File: src/rtl/spi_rd_pkg.sv
`timescale 1ns/1ps
package spi_rd_pkg;

   localparam int TW      = 4;
   localparam int SEL_W   = 3;
   localparam int NUM_OPS = 1 << SEL_W;
   localparam int REG_AW  = 4;
   localparam int RSVD_W  = 32 - 2 - SEL_W - 5 * TW;

   typedef struct packed {
      logic              start;
      logic [RSVD_W-1:0] rsvd;
      logic              wait_rdy;
      logic [SEL_W-1:0]  sel;
      logic [TW-1:0]     cs_gap;
      logic [TW-1:0]     cs_tail;
      logic [TW-1:0]     sck_lo;
      logic [TW-1:0]     sck_hi;
      logic [TW-1:0]     cs_lead;
   } ctrl_t;

   localparam ctrl_t CTRL_RST = '{start: 1'b0, rsvd: '0, wait_rdy: 1'b0,
                                  sel: 3'd1, cs_gap: 4'd3, cs_tail: 4'd2,
                                  sck_lo: 4'd2, sck_hi: 4'd2, cs_lead: 4'd2};

   localparam logic [REG_AW-1:0] A_ADDR = 4'd0;
   localparam logic [REG_AW-1:0] A_CTRL = 4'd1;
   localparam logic [REG_AW-1:0] A_DATA = 4'd2;

   typedef enum logic [2:0] {
      PH_IDLE, PH_LEAD, PH_LOW, PH_HIGH, PH_TAIL, PH_GAP
   } phase_e;

   function automatic logic [TW-1:0] at_least_one(input logic [TW-1:0] v);
      return (v == '0) ? TW'(1) : v;
   endfunction

endpackage

File: src/rtl/spi_rd_regs.sv
`timescale 1ns/1ps
module spi_rd_regs
   import spi_rd_pkg::*;
#(
   parameter int ADDR_BITS   = 24,
   parameter int DATA_BITS   = 32,
   parameter int OP_BITS     = 8,
   parameter int READ_SLOT   = 1,
   parameter logic [OP_BITS-1:0] READ_OPCODE = 8'h03
) (
   input  logic                 clk,
   input  logic                 rst_n,
   input  logic                 wr_en,
   input  logic [REG_AW-1:0]    wr_addr,
   input  logic [31:0]          wr_data,
   input  logic [REG_AW-1:0]    rd_addr,
   output logic [31:0]          rd_data,
   input  logic                 eng_busy,
   input  logic                 done_clr,
   input  logic                 cap_we,
   input  logic [DATA_BITS-1:0] cap_data,
   output ctrl_t                cfg,
   output logic [ADDR_BITS-1:0] flash_addr,
   output logic [OP_BITS-1:0]   opcode
);

   ctrl_t                 ctrl_q;
   ctrl_t                 ctrl_wr;
   logic [ADDR_BITS-1:0]  addr_q;
   logic [DATA_BITS-1:0]  data_q;
   logic [OP_BITS-1:0]    op_arr [NUM_OPS];
   logic                  locked;
   logic                  wr_ok;
   logic                  op_win;

   assign locked = ctrl_q.start | eng_busy;
   assign wr_ok  = wr_en & ~locked;
   assign op_win = wr_addr[REG_AW-1];

   always_comb begin
      ctrl_wr      = ctrl_t'(wr_data);
      ctrl_wr.rsvd = '0;
   end

   always_ff @(posedge clk or negedge rst_n) begin
      if (!rst_n) begin
         ctrl_q <= CTRL_RST;
      end else if (done_clr) begin
         ctrl_q.start <= 1'b0;
      end else if (wr_ok && !op_win && wr_addr == A_CTRL) begin
         ctrl_q <= ctrl_wr;
      end
   end

   always_ff @(posedge clk or negedge rst_n) begin
      if (!rst_n) begin
         addr_q <= '0;
      end else if (wr_ok && !op_win && wr_addr == A_ADDR) begin
         addr_q <= wr_data[ADDR_BITS-1:0];
      end
   end

   always_ff @(posedge clk or negedge rst_n) begin
      if (!rst_n) begin
         data_q <= '0;
      end else if (cap_we) begin
         data_q <= cap_data;
      end else if (wr_ok && !op_win && wr_addr == A_DATA) begin
         data_q <= wr_data[DATA_BITS-1:0];
      end
   end

   for (genvar i = 0; i < NUM_OPS; i++) begin : g_slot
      localparam logic [OP_BITS-1:0] RST_VAL = (i == READ_SLOT) ? READ_OPCODE : '0;
      logic [OP_BITS-1:0] slot_q;
      always_ff @(posedge clk or negedge rst_n) begin
         if (!rst_n) begin
            slot_q <= RST_VAL;
         end else if (wr_ok && op_win && wr_addr[SEL_W-1:0] == SEL_W'(i)) begin
            slot_q <= wr_data[OP_BITS-1:0];
         end
      end
      assign op_arr[i] = slot_q;
   end

   always_comb begin
      rd_data = '0;
      if (rd_addr[REG_AW-1]) begin
         rd_data = 32'(op_arr[rd_addr[SEL_W-1:0]]);
      end else begin
         case (rd_addr)
            A_ADDR:  rd_data = 32'(addr_q);
            A_CTRL:  rd_data = ctrl_q;
            A_DATA:  rd_data = 32'(data_q);
            default: rd_data = '0;
         endcase
      end
   end

   assign cfg        = ctrl_q;
   assign flash_addr = addr_q;
   assign opcode     = op_arr[ctrl_q.sel];

   // a register is frozen across any cycle that began locked
   p_addr_frozen_r8: assert property (@(posedge clk) disable iff (!rst_n)
      locked |=> $stable(addr_q));

   // only the engine can drop the start bit
   p_start_held_r6: assert property (@(posedge clk) disable iff (!rst_n)
      (ctrl_q.start && !done_clr) |=> ctrl_q.start);

endmodule

File: src/rtl/spi_rd_timer.sv
`timescale 1ns/1ps
module spi_rd_timer #(
   parameter int TW = 4
) (
   input  logic          clk,
   input  logic          rst_n,
   input  logic          load,
   input  logic [TW-1:0] len,
   output logic          last,
   output logic          empty
);

   logic [TW-1:0] cnt_q;

   always_ff @(posedge clk or negedge rst_n) begin
      if (!rst_n) begin
         cnt_q <= '0;
      end else if (load) begin
         cnt_q <= len;
      end else if (cnt_q != '0) begin
         cnt_q <= cnt_q - 1'b1;
      end
   end

   assign last  = (cnt_q == TW'(1));
   assign empty = (cnt_q == '0);

   // a phase is never loaded with a zero length
   p_len_nonzero_r4: assert property (@(posedge clk) disable iff (!rst_n)
      load |-> (len != '0));

endmodule

File: src/rtl/spi_rd_seq.sv
`timescale 1ns/1ps
module spi_rd_seq
   import spi_rd_pkg::*;
#(
   parameter int ADDR_BITS = 24,
   parameter int DATA_BITS = 32,
   parameter int OP_BITS   = 8
) (
   input  logic                 clk,
   input  logic                 rst_n,
   input  ctrl_t                cfg,
   input  logic [OP_BITS-1:0]   opcode,
   input  logic [ADDR_BITS-1:0] flash_addr,
   input  logic                 miso,
   input  logic                 t_last,
   output logic                 t_load,
   output logic [TW-1:0]        t_len,
   output logic                 cs_n,
   output logic                 sck,
   output logic                 mosi,
   output logic                 eng_busy,
   output logic                 done_clr,
   output logic                 cap_we,
   output logic [DATA_BITS-1:0] cap_data
);

   localparam int TX_BITS = OP_BITS + ADDR_BITS;
   localparam int FRAME   = TX_BITS + DATA_BITS;
   localparam int BW      = $clog2(FRAME + 1);

   phase_e               st_q, st_n;
   logic [BW-1:0]        bits_q;
   logic [TX_BITS-1:0]   tx_q;
   logic [DATA_BITS-1:0] rx_q;
   logic                 unused_rsvd;

   assign unused_rsvd = ^cfg.rsvd;

   always_comb begin
      st_n     = st_q;
      t_load   = 1'b0;
      t_len    = at_least_one(cfg.cs_lead);
      done_clr = 1'b0;
      cap_we   = 1'b0;
      case (st_q)
         PH_IDLE: if (cfg.start) begin
            st_n   = PH_LEAD;
            t_load = 1'b1;
            t_len  = at_least_one(cfg.cs_lead);
         end
         PH_LEAD: if (t_last) begin
            st_n   = PH_LOW;
            t_load = 1'b1;
            t_len  = at_least_one(cfg.sck_lo);
         end
         PH_LOW: if (t_last) begin
            st_n   = PH_HIGH;
            t_load = 1'b1;
            t_len  = at_least_one(cfg.sck_hi);
         end
         PH_HIGH: if (t_last) begin
            t_load = 1'b1;
            if (bits_q == BW'(FRAME - 1)) begin
               st_n  = PH_TAIL;
               t_len = at_least_one(cfg.cs_tail);
            end else begin
               st_n  = PH_LOW;
               t_len = at_least_one(cfg.sck_lo);
            end
         end
         PH_TAIL: if (t_last) begin
            st_n     = PH_GAP;
            t_load   = 1'b1;
            t_len    = at_least_one(cfg.cs_gap);
            cap_we   = 1'b1;
            done_clr = ~cfg.wait_rdy;
         end
         PH_GAP: if (t_last) begin
            st_n     = PH_IDLE;
            done_clr = cfg.wait_rdy;
         end
         default: st_n = PH_IDLE;
      endcase
   end

   always_ff @(posedge clk or negedge rst_n) begin
      if (!rst_n) begin
         st_q   <= PH_IDLE;
         bits_q <= '0;
         tx_q   <= '0;
         rx_q   <= '0;
      end else begin
         st_q <= st_n;
         if (st_q == PH_IDLE && cfg.start) begin
            tx_q   <= {opcode, flash_addr};
            bits_q <= '0;
         end
         if (st_q == PH_LOW && t_last && bits_q >= BW'(TX_BITS)) begin
            rx_q <= {rx_q[DATA_BITS-2:0], miso};
         end
         if (st_q == PH_HIGH && t_last) begin
            bits_q <= bits_q + 1'b1;
            tx_q   <= {tx_q[TX_BITS-2:0], 1'b0};
         end
      end
   end

   assign cs_n     = !(st_q == PH_LEAD || st_q == PH_LOW || st_q == PH_HIGH || st_q == PH_TAIL);
   assign sck      = (st_q == PH_HIGH);
   assign mosi     = (st_q == PH_LOW || st_q == PH_HIGH) && (bits_q < BW'(TX_BITS)) ?
                     tx_q[TX_BITS-1] : 1'b0;
   assign eng_busy = (st_q != PH_IDLE);
   assign cap_data = rx_q;

   // outgoing bit holds steady through a clock-high phase
   p_mosi_steady_r2: assert property (@(posedge clk) disable iff (!rst_n)
      (sck && $past(sck)) |-> $stable(mosi));

   // the tail is entered only after every frame bit was clocked
   p_frame_complete_r3: assert property (@(posedge clk) disable iff (!rst_n)
      (st_q == PH_TAIL) |-> (bits_q == BW'(FRAME)));

   // clock never pulses with chip select released
   p_sck_within_cs_r2: assert property (@(posedge clk) disable iff (!rst_n)
      $rose(sck) |-> !cs_n);

endmodule

File: src/rtl/spi_word_reader.sv
`timescale 1ns/1ps
module spi_word_reader
   import spi_rd_pkg::*;
#(
   parameter int ADDR_BITS = 24,
   parameter int DATA_BITS = 32,
   parameter int OP_BITS   = 8,
   parameter int READ_SLOT = 1,
   parameter logic [OP_BITS-1:0] READ_OPCODE = 8'h03
) (
   input  logic              clk,
   input  logic              rst_n,
   input  logic              wr_en,
   input  logic [REG_AW-1:0] wr_addr,
   input  logic [31:0]       wr_data,
   input  logic [REG_AW-1:0] rd_addr,
   output logic [31:0]       rd_data,
   output logic              spi_cs_n,
   output logic              spi_sck,
   output logic              spi_mosi,
   input  logic              spi_miso
);

   if (ADDR_BITS < 2 || ADDR_BITS > 32) begin : g_bad_addr
      $error("ADDR_BITS must lie in 2..32");
   end
   if (DATA_BITS < 2 || DATA_BITS > 32) begin : g_bad_data
      $error("DATA_BITS must lie in 2..32");
   end
   if (OP_BITS < 1 || OP_BITS > 32) begin : g_bad_op
      $error("OP_BITS must lie in 1..32");
   end
   if (READ_SLOT < 0 || READ_SLOT >= NUM_OPS) begin : g_bad_slot
      $error("READ_SLOT outside the opcode file");
   end
   if (SEL_W >= REG_AW || RSVD_W < 0) begin : g_bad_map
      $error("control or address map does not fit");
   end

   ctrl_t                 cfg;
   logic [ADDR_BITS-1:0]  flash_addr;
   logic [OP_BITS-1:0]    opcode;
   logic                  eng_busy;
   logic                  done_clr;
   logic                  cap_we;
   logic [DATA_BITS-1:0]  cap_data;
   logic                  t_load;
   logic [TW-1:0]         t_len;
   logic                  t_last;
   logic                  t_empty;

   spi_rd_regs #(
      .ADDR_BITS  (ADDR_BITS),
      .DATA_BITS  (DATA_BITS),
      .OP_BITS    (OP_BITS),
      .READ_SLOT  (READ_SLOT),
      .READ_OPCODE(READ_OPCODE)
   ) u_regs (
      .clk        (clk),
      .rst_n      (rst_n),
      .wr_en      (wr_en),
      .wr_addr    (wr_addr),
      .wr_data    (wr_data),
      .rd_addr    (rd_addr),
      .rd_data    (rd_data),
      .eng_busy   (eng_busy),
      .done_clr   (done_clr),
      .cap_we     (cap_we),
      .cap_data   (cap_data),
      .cfg        (cfg),
      .flash_addr (flash_addr),
      .opcode     (opcode)
   );

   spi_rd_timer #(.TW(TW)) u_timer (
      .clk   (clk),
      .rst_n (rst_n),
      .load  (t_load),
      .len   (t_len),
      .last  (t_last),
      .empty (t_empty)
   );

   spi_rd_seq #(
      .ADDR_BITS(ADDR_BITS),
      .DATA_BITS(DATA_BITS),
      .OP_BITS  (OP_BITS)
   ) u_seq (
      .clk        (clk),
      .rst_n      (rst_n),
      .cfg        (cfg),
      .opcode     (opcode),
      .flash_addr (flash_addr),
      .miso       (spi_miso),
      .t_last     (t_last),
      .t_load     (t_load),
      .t_len      (t_len),
      .cs_n       (spi_cs_n),
      .sck        (spi_sck),
      .mosi       (spi_mosi),
      .eng_busy   (eng_busy),
      .done_clr   (done_clr),
      .cap_we     (cap_we),
      .cap_data   (cap_data)
   );

   // every active phase has a live countdown behind it
   p_timer_live_r3: assert property (@(posedge clk) disable iff (!rst_n)
      eng_busy |-> !t_empty);

   // a launch drops chip select on the very next edge
   p_launch_cs_r5: assert property (@(posedge clk) disable iff (!rst_n)
      (!eng_busy && cfg.start) |=> !spi_cs_n);

endmodule

File: config.mk
export PLATFORM = sky130hd
export DESIGN_NAME = spi_word_reader
export DESIGN_NICKNAME = d
export VERILOG_FILES = /design/src/rtl/spi_rd_pkg.sv /design/src/rtl/spi_rd_regs.sv /design/src/rtl/spi_rd_timer.sv /design/src/rtl/spi_rd_seq.sv /design/src/rtl/spi_word_reader.sv
export SDC_FILE = /design/constraint.sdc
export NUM_CORES = 1
export LEC_CHECK = 0
export CORE_MARGIN = 2
export CORE_UTILIZATION = 59
export DETAILED_ROUTE_END_ITERATION = 10
export GPL_ROUTABILITY_DRIVEN = 0
export GPL_TIMING_DRIVEN = 0
export PLACE_DENSITY = 0.87
export SYNTH_ARGS = -nofsm -noshare
export SYNTH_HDL_FRONTEND = slang
export SYNTH_SLANG_ARGS = --single-unit
File: constraint.sdc
create_clock -name clk -period 2.8 [get_ports clk]
set_input_delay 0.7 -clock clk [delete_from_list [all_inputs] [get_ports clk]]
set_output_delay 0.7 -clock clk [all_outputs]
set_load 0.02 [all_outputs]
==> impl_metrics.json, run 1 <==
{
  "core_area_sq_mm": 0.0180,
  "overflow": 0,
  "status": "finished with violations",
  "path_class": "in -> out",
  "seq_power_share": 0.447,
  "cts_tree": "built",
  "hold_ws_ns": 0.245,
  "numPortBuffers": 74,
  "yosysUniqueCellTypes": 60,
  "async_flop_share": 1.00,
  "hpwl_um": 20000,
  "syn-num-nets": 960,
  "hp-class": "in -> async",
  "rows": 49,
  "path_clk_slew_ns": 0.06,
  "dr_total_vias": 8734,
  "ys.warnings.count": 0,
  "synth_cells": 912,
  "nets": 1072,
  "power_w": 0.0110,
  "placed_cell_area_sq_mm": 0.0120,
  "setup_viol": 2,
  "grt_max_degree": 113,
  "antenna_found_initial": 0,
  "cp_max_fo": 4,
  "pin_count": 79,
  "end_kind": "output port",
  "layout_setup_ws_ns": -0.0211,
  "internal-power_w": 0.00736,
  "switching_share": 0.332,
  "drtIter0Drc": 1242,
  "ctsHtreeMaxLevel": 1,
  "drtPass1Iterations": 10,
  "maxCapViolations": 0,
  "cts_made_buffers": 24,
  "p_per_area_mw_per_mm2": 846,
  "insertion_delay_ns": 0.53,
  "setup_tns_ns": -0.0293,
  "finalHoldViolations": 0,
  "clockPowerShare": 0.297,
  "worst_setup_path_start_kind": "input port",
  "die_y_um": 140,
  "drc_errors": 0,
  "fin_crit_sh": 1.01,
  "combPwrFrac": 0.256,
  "dieArea_sq_mm": 0.0196,
  "final_area_sq_mm": 0.0130,
  "synthesis.area_sq_mm": 0.0109,
  "track_usage": 0.316,
  "vias_per_cell": 6.87,
  "grt_pass1_wl_um": 48800,
  "syn_avg_cell_area_sq_um": 12.0,
  "grt_pass1_vias": 8851,
  "yosysSeqAreaShare": 0.512,
  "critPathArrivalTime_ns": 2.12,
  "ir_drop_mv": 0.525,
  "cts.sinks": 223,
  "area_growth_pct": 19.4,
  "drt_wl_total_um": 31600,
  "yosys_most_used_dff": "dfrtp_1",
  "ys_seq_elements": 223,
  "min_period_ns": 2.82,
  "fin_skew_ns": 0.0185,
  "drive_gt1_frac": 0.315,
  "cp.required_ns": 2.10,
  "leakagePower_nw": 6.35,
  "worst_pin_slew_ns": 1.06,
  "synth_edf_count": 0,
  "slew_headroom": 0.289,
  "violations": "negative setup slack",
  "root_buffer": "clkbuf_16",
  "cts_buffer_depth": 3,
  "holdBufCountCts": 0,
  "ant_nets": 0,
  "initial_core_util": 0.605,
  "utilization": 0.723,
  "rsz0062_at_grt": "yes",
  "route.detailed.wl_per_inst_um": 24.9,
  "drv_slew": 0,
  "netSwitchingPower_w": 0.00366,
  "dieWidth_um": 140,
  "fmax_mhz": 354
}
-- sequential cells by signal, indices dropped and copies added (netlist names) --
signal,count
u_seq.cap_data,32
u_seq.tx_q,32
u_seq.bits_q,7
u_regs.data_q,32
u_regs.g_slot.slot_q,64
u_regs.flash_addr,24
u_seq.st_q,3
u_regs.cfg,25
u_timer.cnt_q,4
-- cells in the mapped netlist (23+ instances only) --
master / count / area share
dfrtp_1: 214 / 0.49
mux2_2: 160 / 0.17
nand2_1: 67 / 0.023
mux2i_1: 56 / 0.051
a21oi_1: 47 / 0.022
nor2_1: 43 / 0.015
o21ai_0: 33 / 0.015
clkbuf_1: 28 / 0.0096
a22oi_1: 27 / 0.019
buf_2: 27 / 0.012
a222oi_1: 24 / 0.022
inv_1: 23 / 0.0079
-- final cells by class --
type | count | area, sq um
Buffer | 60 | 420
Fill cell | 1122 | 5000
Clock inverter | 14 | 141
Tap cell | 229 | 287
Sequential cell | 223 | 5590
Inverter | 23 | 86.3
Clock buffer | 30 | 683
Timing Repair Buffer | 90 | 815
Multi-Input combinational cell | 602 | 5000
Antenna cell | 1 | 2.50
-- worst max-delay path, cell delays in order --
cell and delay (ns):
buf_6 0.09, buf_8 0.12, nor4_4 0.04, buf_4 0.16, buf_6 0.12, a222oi_1 0.52, o21ai_1 0.15, buf_4 0.19
-- worst paths after layout --
| path | startpoint | cells past startpoint | slack [ns] | to |
|---|---|---|---|---|
| max in group asynchronous | rst_n | 2 | 1.53 | u_regs.g_slot[1].slot_q[6]$_DFFE_PN0P_ |
| worst min register to register | u_seq.tx_q[5]$_DFFE_PN0P_ | 2 | 0.49 | u_seq.tx_q[5]$_DFFE_PN0P_ |
| worst max-delay path | rd_addr[2] | 8 | -0.02 | rd_data[3] |
| worst max register to register | u_timer.cnt_q[1]$_DFFE_PN0P_ | 7 | 0.31 | u_seq.tx_q[28]$_DFFE_PN0P_ |
| worst min-delay path | rst_n | 1 | 0.25 | u_seq.cap_data[19]$_DFFE_PN0P_ |
| min in group clk | u_seq.tx_q[5]$_DFFE_PN0P_ | 2 | 0.49 | u_seq.tx_q[5]$_DFFE_PN0P_ |
-- cells by family (layout without fill, tap and decap cells) --
family	count (synthesis)	after routing	share of synthesized area
buffers and inverters	87	217	0.0347
AO/OA/AOI/OAI	176	176	0.109
multiplexers	233	233	0.251
XOR/XNOR	2	2	0.00161
adder cells (fa/ha/maj)	4	4	0.00459
AND/OR/NAND/NOR	187	187	0.0873
other	0	1	0
flip-flops	223	223	0.512
-- timing repair --
action,4_1_cts,5_1_grt
pin swaps,19,5
gates resized for setup,138,36
hold endpoints to repair,0,0
endpoints found under the setup margin,35,22
buffers inserted,12,9
-- cells in the final DEF, fill, tap and decap left out, types with 6 or more instances in the layout --
master | netlist | routed
dfrtp_1 | 214 | 213
mux2_2 | 160 | 160
nand2_1 | 67 | 67
mux2i_1 | 56 | 55
a21oi_1 | 47 | 47
nor2_1 | 43 | 42
clkdlybuf4s50_1 | 0 | 36
o21ai_0 | 33 | 27
a22oi_1 | 27 | 27
clkbuf_16 | 0 | 25
buf_2 | 27 | 25
a222oi_1 | 24 | 24
inv_1 | 23 | 23
buf_4 | 5 | 21
clkbuf_1 | 28 | 18
nand3_1 | 17 | 17
mux4_2 | 16 | 16
clkbuf_2 | 0 | 11
o22ai_1 | 10 | 10
dlygate4sd2_1 | 0 | 10
o21bai_1 | 9 | 9
dfstp_2 | 9 | 9
and2_1 | 8 | 8
o311ai_0 | 8 | 8
clkinv_2 | 0 | 8
buf_6 | 0 | 7
clkbuf_8 | 0 | 7
and3_1 | 7 | 7
o21ai_1 | 0 | 6
-- stage by stage --
step | setup WS [ns] | std cells
2_1_floorplan | 0.0408 | 912
3_3_place_gp | -8.17 | 1215
3_5_place_dp | -1.60 | 1216
4_1_cts | -0.00311 | 1270
5_1_grt | -0.0156 | 1271
6_report | -0.0211 | 1272
-- power groups by stage --
stage,registers (W),logic (W),clock network (W)
5_1_grt,0.00498,0.00304,0.00341
3_3_place_gp,0.00476,0.00259,0
3_5_place_dp,0.00482,0.00271,0
6_report,0.00492,0.00282,0.00328
2_1_floorplan,0.00457,0.00198,0
4_1_cts,0.00479,0.00275,0.00326
-- metal layers --
metal  up-vias  global-route usage  wire, um
li1       3613                   -         -
met1      4299               0.405     11700
met2       660               0.509     15100
met3       162              0.0660      3130
met4         0               0.170      1690
met5         -                   0         0
No activity file was read; power rests on OpenSTA's default activity.
==> inputs of run 2 (changes only) <==
--- a/config.mk
+++ b/config.mk
@@ -6,8 +6,9 @@
 export NUM_CORES = 1
 export LEC_CHECK = 0
 export CORE_MARGIN = 2
-export CORE_UTILIZATION = 59
+export CORE_UTILIZATION = 64
 export DETAILED_ROUTE_END_ITERATION = 10
+export DONT_BUFFER_PORTS = 1
 export GPL_ROUTABILITY_DRIVEN = 0
 export GPL_TIMING_DRIVEN = 0
 export PLACE_DENSITY = 0.87
==> constraint.sdc (replaced) <==
create_clock -name clk -period 2.8 [get_ports clk]
set_input_delay 0.56 -clock clk [delete_from_list [all_inputs] [get_ports clk]]
set_output_delay 0.56 -clock clk [all_outputs]
set_load 0.02 [all_outputs]
==> run 2 against run 1 <==
Against the previous run:
- the run ends with negative hold slack left
- die area is 7.6% lower
- utilization grew 0.15 points
- combinational power is 10% lower
- via count fell by 6.2%
==> impl_metrics.json, run 2 (same netlist as run 1, synthesis figures left out) <==
{
  "status": "finished with violations",
  "violations": "negative hold slack",
  "fin_crit_sh": 0.997,
  "route.detailed.wl_per_inst_um": 25.1,
  "slew_headroom": 0.362,
  "top_register": "u_regs.g_slot.slot_q",
  "hpwl_um": 19100,
  "cts.sinks": 223,
  "diodes": 0,
  "cp_max_fo": 10,
  "cp_cell_sequence": "buf_2, nor4b_4, clkbuf_2, a222oi_1, o21ai_2",
  "cts_buffer_depth": 3,
  "drive_gt1_frac": 0.297,
  "drc_errors": 0,
  "dieWidth_um": 135,
  "cpMaxStageDelayCell": "a222oi_1",
  "insertion_delay_ns": 0.52,
  "cp.required_ns": 2.24,
  "maxCapViolations": 0,
  "dieArea_sq_mm": 0.0181,
  "fillerInstances": 1031,
  "grt_max_degree": 224,
  "dr_total_vias": 8194,
  "overflow": 0,
  "setup_viol": 0,
  "drv_slew": 0,
  "critPathArrivalTime_ns": 2.23,
  "setup_tns_ns": 0,
  "rows": 47,
  "ctsHtreeMaxLevel": 1,
  "numPortBuffers": 0,
  "drt_wl_total_um": 29500,
  "fmax_mhz": 358,
  "track_usage": 0.336,
  "worst_setup_path_start_kind": "input port",
  "final_common_cell": "dfrtp_1",
  "ir_drop_mv": 0.594,
  "min_period_ns": 2.79,
  "end_kind": "output port",
  "cts_made_buffers": 24,
  "root_buffer": "clkbuf_16",
  "crit_buf_inv": 2,
  "area_growth_pct": 10.5,
  "die_y_um": 135,
  "critical_path.top_delay_family": "compound AO/OA/AOI/OAI gates",
  "vias_per_cell": 6.98,
  "initial_core_util": 0.656,
  "path_clk_slew_ns": 0.06,
  "rsz0062_at_grt": "no",
  "cts_tree": "built",
  "antenna_found_initial": 0,
  "hold_ws_ns": -0.265,
  "grt_pass1_vias": 8504,
  "drtPass1Iterations": 7,
  "regArea_sq_mm": 0.00559,
  "nets": 986,
  "critPathMaxStageDelay_ns": 0.75,
  "finalHoldViolations": 216,
  "pin_count": 79,
  "worst_pin_slew_ns": 0.952,
  "path_class": "in -> out",
  "grt_pass1_wl_um": 46900,
  "drtIter0Drc": 1146,
  "ant_nets": 0,
  "utilization": 0.724,
  "largest_reg_flops": 64,
  "core_area_sq_mm": 0.0166,
  "multi_input_comb_area_sq_mm": 0.00499,
  "final_cell_mix": "dfrtp_1 (214), mux2_2 (160), nand2_1 (67), mux2i_1 (56), a21oi_1 (47)",
  "leakagePower_nw": 5.85,
  "hp-class": "in -> async",
  "fin_skew_ns": 0.00794,
  "p_per_area_mw_per_mm2": 877
}
[run 2: path summary, 6_finish.rpt]
path / startpoint / endpoint / slack (ns) / depth (start not counted)
setup / recovery: rd_addr[1] / rd_data[4] / 0.007 / 5
hold / removal: rst_n / u_seq.tx_q[17]$_DFFE_PN0P_ / -0.26 / 0
setup reg to reg: u_timer.cnt_q[1]$_DFFE_PN0P_ / u_regs.data_q[13]$_DFFE_PN0P_ / 0.42 / 7
hold reg to reg: u_seq.tx_q[4]$_DFFE_PN0P_ / u_seq.tx_q[4]$_DFFE_PN0P_ / 0.49 / 2
max in group asynchronous: rst_n / u_regs.cfg[9]$_DFFE_PN1P_ / 2.59 / 0
min in group clk: wr_data[20] / u_regs.cfg[20]$_DFFE_PN1P_ / 0.19 / 1
[run 2: layout make-up]
| cell class | count | area share |
|---|---|---|
| inverter | 23 | 0.00716 |
| clock inverter | 9 | 0.00675 |
| buffer | 63 | 0.0254 |
| multi-input combinational | 602 | 0.414 |
| sequential | 223 | 0.464 |
| clock buffer | 33 | 0.0594 |
| timing repair buffer | 1 | 0.000623 |
| tap | 220 | 0.0228 |
[run 2: routing by layer]
metal / global-route usage / wire, um / part of all wire / vias up
li1: - / - / - / 3436
met1: 0.451 / 11500 / 0.39 / 4152
met2: 0.530 / 14000 / 0.47 / 491
met3: 0.0747 / 2770 / 0.094 / 115
met4: 0.157 / 1250 / 0.042 / 0
met5: 0 / 0 / 0 / -
[run 2: repair_timing]
item	4_1_cts	5_1_grt
endpoints found under the setup margin	32	13
cloned	0	0
gates resized for setup	17	7
hold endpoints to repair	223	223
setup buffers	1	0
pin swaps	0	1
[run 2: metrics by stage]
step	hold WS [ns]	setup slack [ns]	total power, W	cell area (sq um)	std cells
final	-0.265	0.00709	0.0106	12100	1174
after global routing	-0.273	0.0137	0.0110	12100	1174
after CTS	-0.268	-0.0201	0.0105	12000	1174
after detailed placement	0.271	-0.513	0.00726	11200	1132
after global placement	0.273	-0.518	0.00711	11200	1132
after floorplan	0.264	0.258	0.00655	10900	912
[run 2: worst register-to-register path, stage by stage, from the launching register on]
cell and delay, ns:
dfrtp_1 0.39, inv_1 0.10, ha_1 0.17, nor3b_2 0.34, nand3_1 0.40, buf_1 0.46, mux2i_1 0.29, a21oi_1 0.09
[run 2: where the power goes]
part / total [W] / leakage [nW] / internal (W) / switching (W)
Combinational: 0.00253 / 2.49 / 0.00118 / 0.00136
Sequential: 0.00483 / 2.95 / 0.00411 / 0.000722
Clock: 0.00320 / 0.402 / 0.00188 / 0.00132
==> inputs of run 3 (changes only) <==
--- a/config.mk
+++ b/config.mk
@@ -7,11 +7,12 @@
 export LEC_CHECK = 0
 export CORE_MARGIN = 2
 export CORE_UTILIZATION = 64
+export CTS_CLUSTER_DIAMETER = 80
 export DETAILED_ROUTE_END_ITERATION = 10
 export DONT_BUFFER_PORTS = 1
 export GPL_ROUTABILITY_DRIVEN = 0
 export GPL_TIMING_DRIVEN = 0
-export PLACE_DENSITY = 0.87
+export PLACE_DENSITY = 0.8
 export SYNTH_ARGS = -nofsm -noshare
 export SYNTH_HDL_FRONTEND = slang
 export SYNTH_SLANG_ARGS = --single-unit
==> run 3 against run 2 <==
Against the previous run:
- the run still ends with negative hold slack left
- first-iteration DRC count down 13%
- flip-flop and latch count stayed put
- sequential power down 1%
- clock power fell by 6.6%
- largest power group unchanged
==> impl_metrics.json, run 3 (same netlist as run 1, synthesis figures left out) <==
{
  "status": "finished with violations",
  "violations": "negative hold slack",
  "multi_input_comb_area_sq_mm": 0.00498,
  "final_cell_mix": "dfrtp_1 (214), mux2_2 (160), nand2_1 (67), mux2i_1 (56), a21oi_1 (47)",
  "pin_count": 79,
  "overflow": 0,
  "placed_cell_area_sq_mm": 0.0112,
  "cts_buffer_depth": 3,
  "r2r-end": "u_regs.data_q[14]$_DFFE_PN0P_",
  "core_area_sq_mm": 0.0166,
  "cts_tree": "built",
  "cp_max_fo": 10,
  "endpoint": "rd_data[4]",
  "ir_drop_mv": 0.632,
  "layout_setup_ws_ns": 0.0485,
  "grt_max_degree": 224,
  "utilization": 0.719,
  "diodes": 0,
  "ff2ff_setup_slack_ns": 0.19,
  "cts.sinks": 223,
  "ctsHtreeMaxLevel": 1,
  "area_growth_pct": 9.71,
  "nets": 986,
  "numPortBuffers": 0,
  "final_area_sq_mm": 0.0120,
  "antenna_found_initial": 0,
  "dieArea_sq_mm": 0.0181,
  "initial_core_util": 0.656,
  "root_buffer": "clkbuf_16",
  "route.detailed.wl_per_inst_um": 23.6,
  "largest_reg_flops": 64,
  "hpwl_um": 18700,
  "path_clk_slew_ns": 0.06,
  "finalHoldViolations": 218,
  "vias_per_cell": 6.74,
  "slew_headroom": 0.364,
  "cp.required_ns": 2.24,
  "startpoint": "rd_addr[1]",
  "cts_made_buffers": 24,
  "track_usage": 0.314,
  "min_period_ns": 2.75,
  "die_y_um": 135,
  "rows": 47,
  "path_class": "in -> out",
  "worst_pin_slew_ns": 0.948,
  "critPathArrivalTime_ns": 2.19,
  "r2r-start": "u_timer.cnt_q[1]$_DFFE_PN0P_",
  "drtPass1Iterations": 8,
  "hold_ws_ns": -0.263,
  "setup_viol": 0,
  "drv_slew": 0,
  "regArea_sq_mm": 0.00559,
  "fmax_mhz": 363,
  "dp_worst_setup_slack_ns": -0.508,
  "power_w": 0.0103,
  "end_kind": "output port",
  "top_register": "u_regs.g_slot.slot_q",
  "grt_pass1_vias": 7791,
  "insertion_delay_ns": 0.52,
  "drt_wl_total_um": 27700,
  "drtIter0Drc": 997,
  "maxCapViolations": 0,
  "leakagePower_nw": 5.80,
  "ant_nets": 0,
  "drc_errors": 0,
  "worst_setup_path_start_kind": "input port",
  "p_per_area_mw_per_mm2": 859,
  "drive_gt1_frac": 0.287,
  "fillerInstances": 1185,
  "rsz0062_at_grt": "no",
  "fin_crit_sh": 0.983,
  "grt_pass1_wl_um": 43800,
  "fin_skew_ns": 0.00651,
  "dieWidth_um": 135,
  "dr_total_vias": 7914,
  "final_common_cell": "dfrtp_1",
  "hp-class": "in -> async",
  "ff2ff_path_depth": 7
}
run 3: worst min path at each step:
stage | end | slack (ns) | cells after the start
6_report | u_regs.data_q[9]$_DFFE_PN0P_ | -0.26 | 0
5_1_grt | u_regs.data_q[9]$_DFFE_PN0P_ | -0.28 | 0
4_1_cts | u_regs.data_q[9]$_DFFE_PN0P_ | -0.28 | 0
3_5_place_dp | u_regs.data_q[9]$_DFFE_PN0P_ | 0.27 | 0
3_3_place_gp | u_seq.cap_data[9]$_DFFE_PN0P_ | 0.27 | 0
2_1_floorplan | u_regs.cfg[0]$_DFFE_PN0P_ | 0.26 | 0
run 3: layout make-up:
| type | count | share of cell area |
|---|---|---|
| sequential | 223 | 0.467 |
| multi-input combinational | 602 | 0.416 |
| clock buffer | 35 | 0.0554 |
| buffer | 63 | 0.0254 |
| tap | 220 | 0.0230 |
| inverter | 23 | 0.00721 |
| clock inverter | 7 | 0.00502 |
| timing repair buffer | 1 | 0.000627 |
run 3: repair_timing:
| action | in CTS | in global routing |
|---|---|---|
| pin swaps | 0 | 1 |
| setup buffers | 1 | 0 |
| endpoints found under the setup margin | 32 | 15 |
| endpoints found under the hold margin | 223 | 223 |
| gates cloned | 0 | 0 |
| gates resized for setup | 15 | 8 |
run 3: critical path: stages:
cell and delay (ns):
buf_2 0.29, nor4b_4 0.08, buf_4 0.17, clkbuf_2 0.27
a222oi_1 0.49, o21ai_1 0.30
run 3: where the power goes:
part / switching [W] / total [W] / internal (W)
Sequential: 0.000671 / 0.00478 / 0.00411
Clock: 0.00126 / 0.00299 / 0.00173
Combinational: 0.00133 / 0.00251 / 0.00117
Total: 0.00327 / 0.0103 / 0.00702
run 3: routing by layer:
| layer | wire length, um | track usage | vias up |
|---|---|---|---|
| met5 | 0 | 0 | - |
| met4 | 659 | 0.0906 | 0 |
| met3 | 2580 | 0.0578 | 54 |
| met2 | 12900 | 0.485 | 381 |
| met1 | 11500 | 0.461 | 4041 |
| li1 | - | - | 3438 |
run 3: through the flow:
stage | cells | setup TNS (ns)
floorplan | 912 | 0
finish | 1174 | 0
CTS | 1174 | 0
global route | 1174 | 0
global placement | 1132 | -8.36
detailed placement | 1132 | -9.02
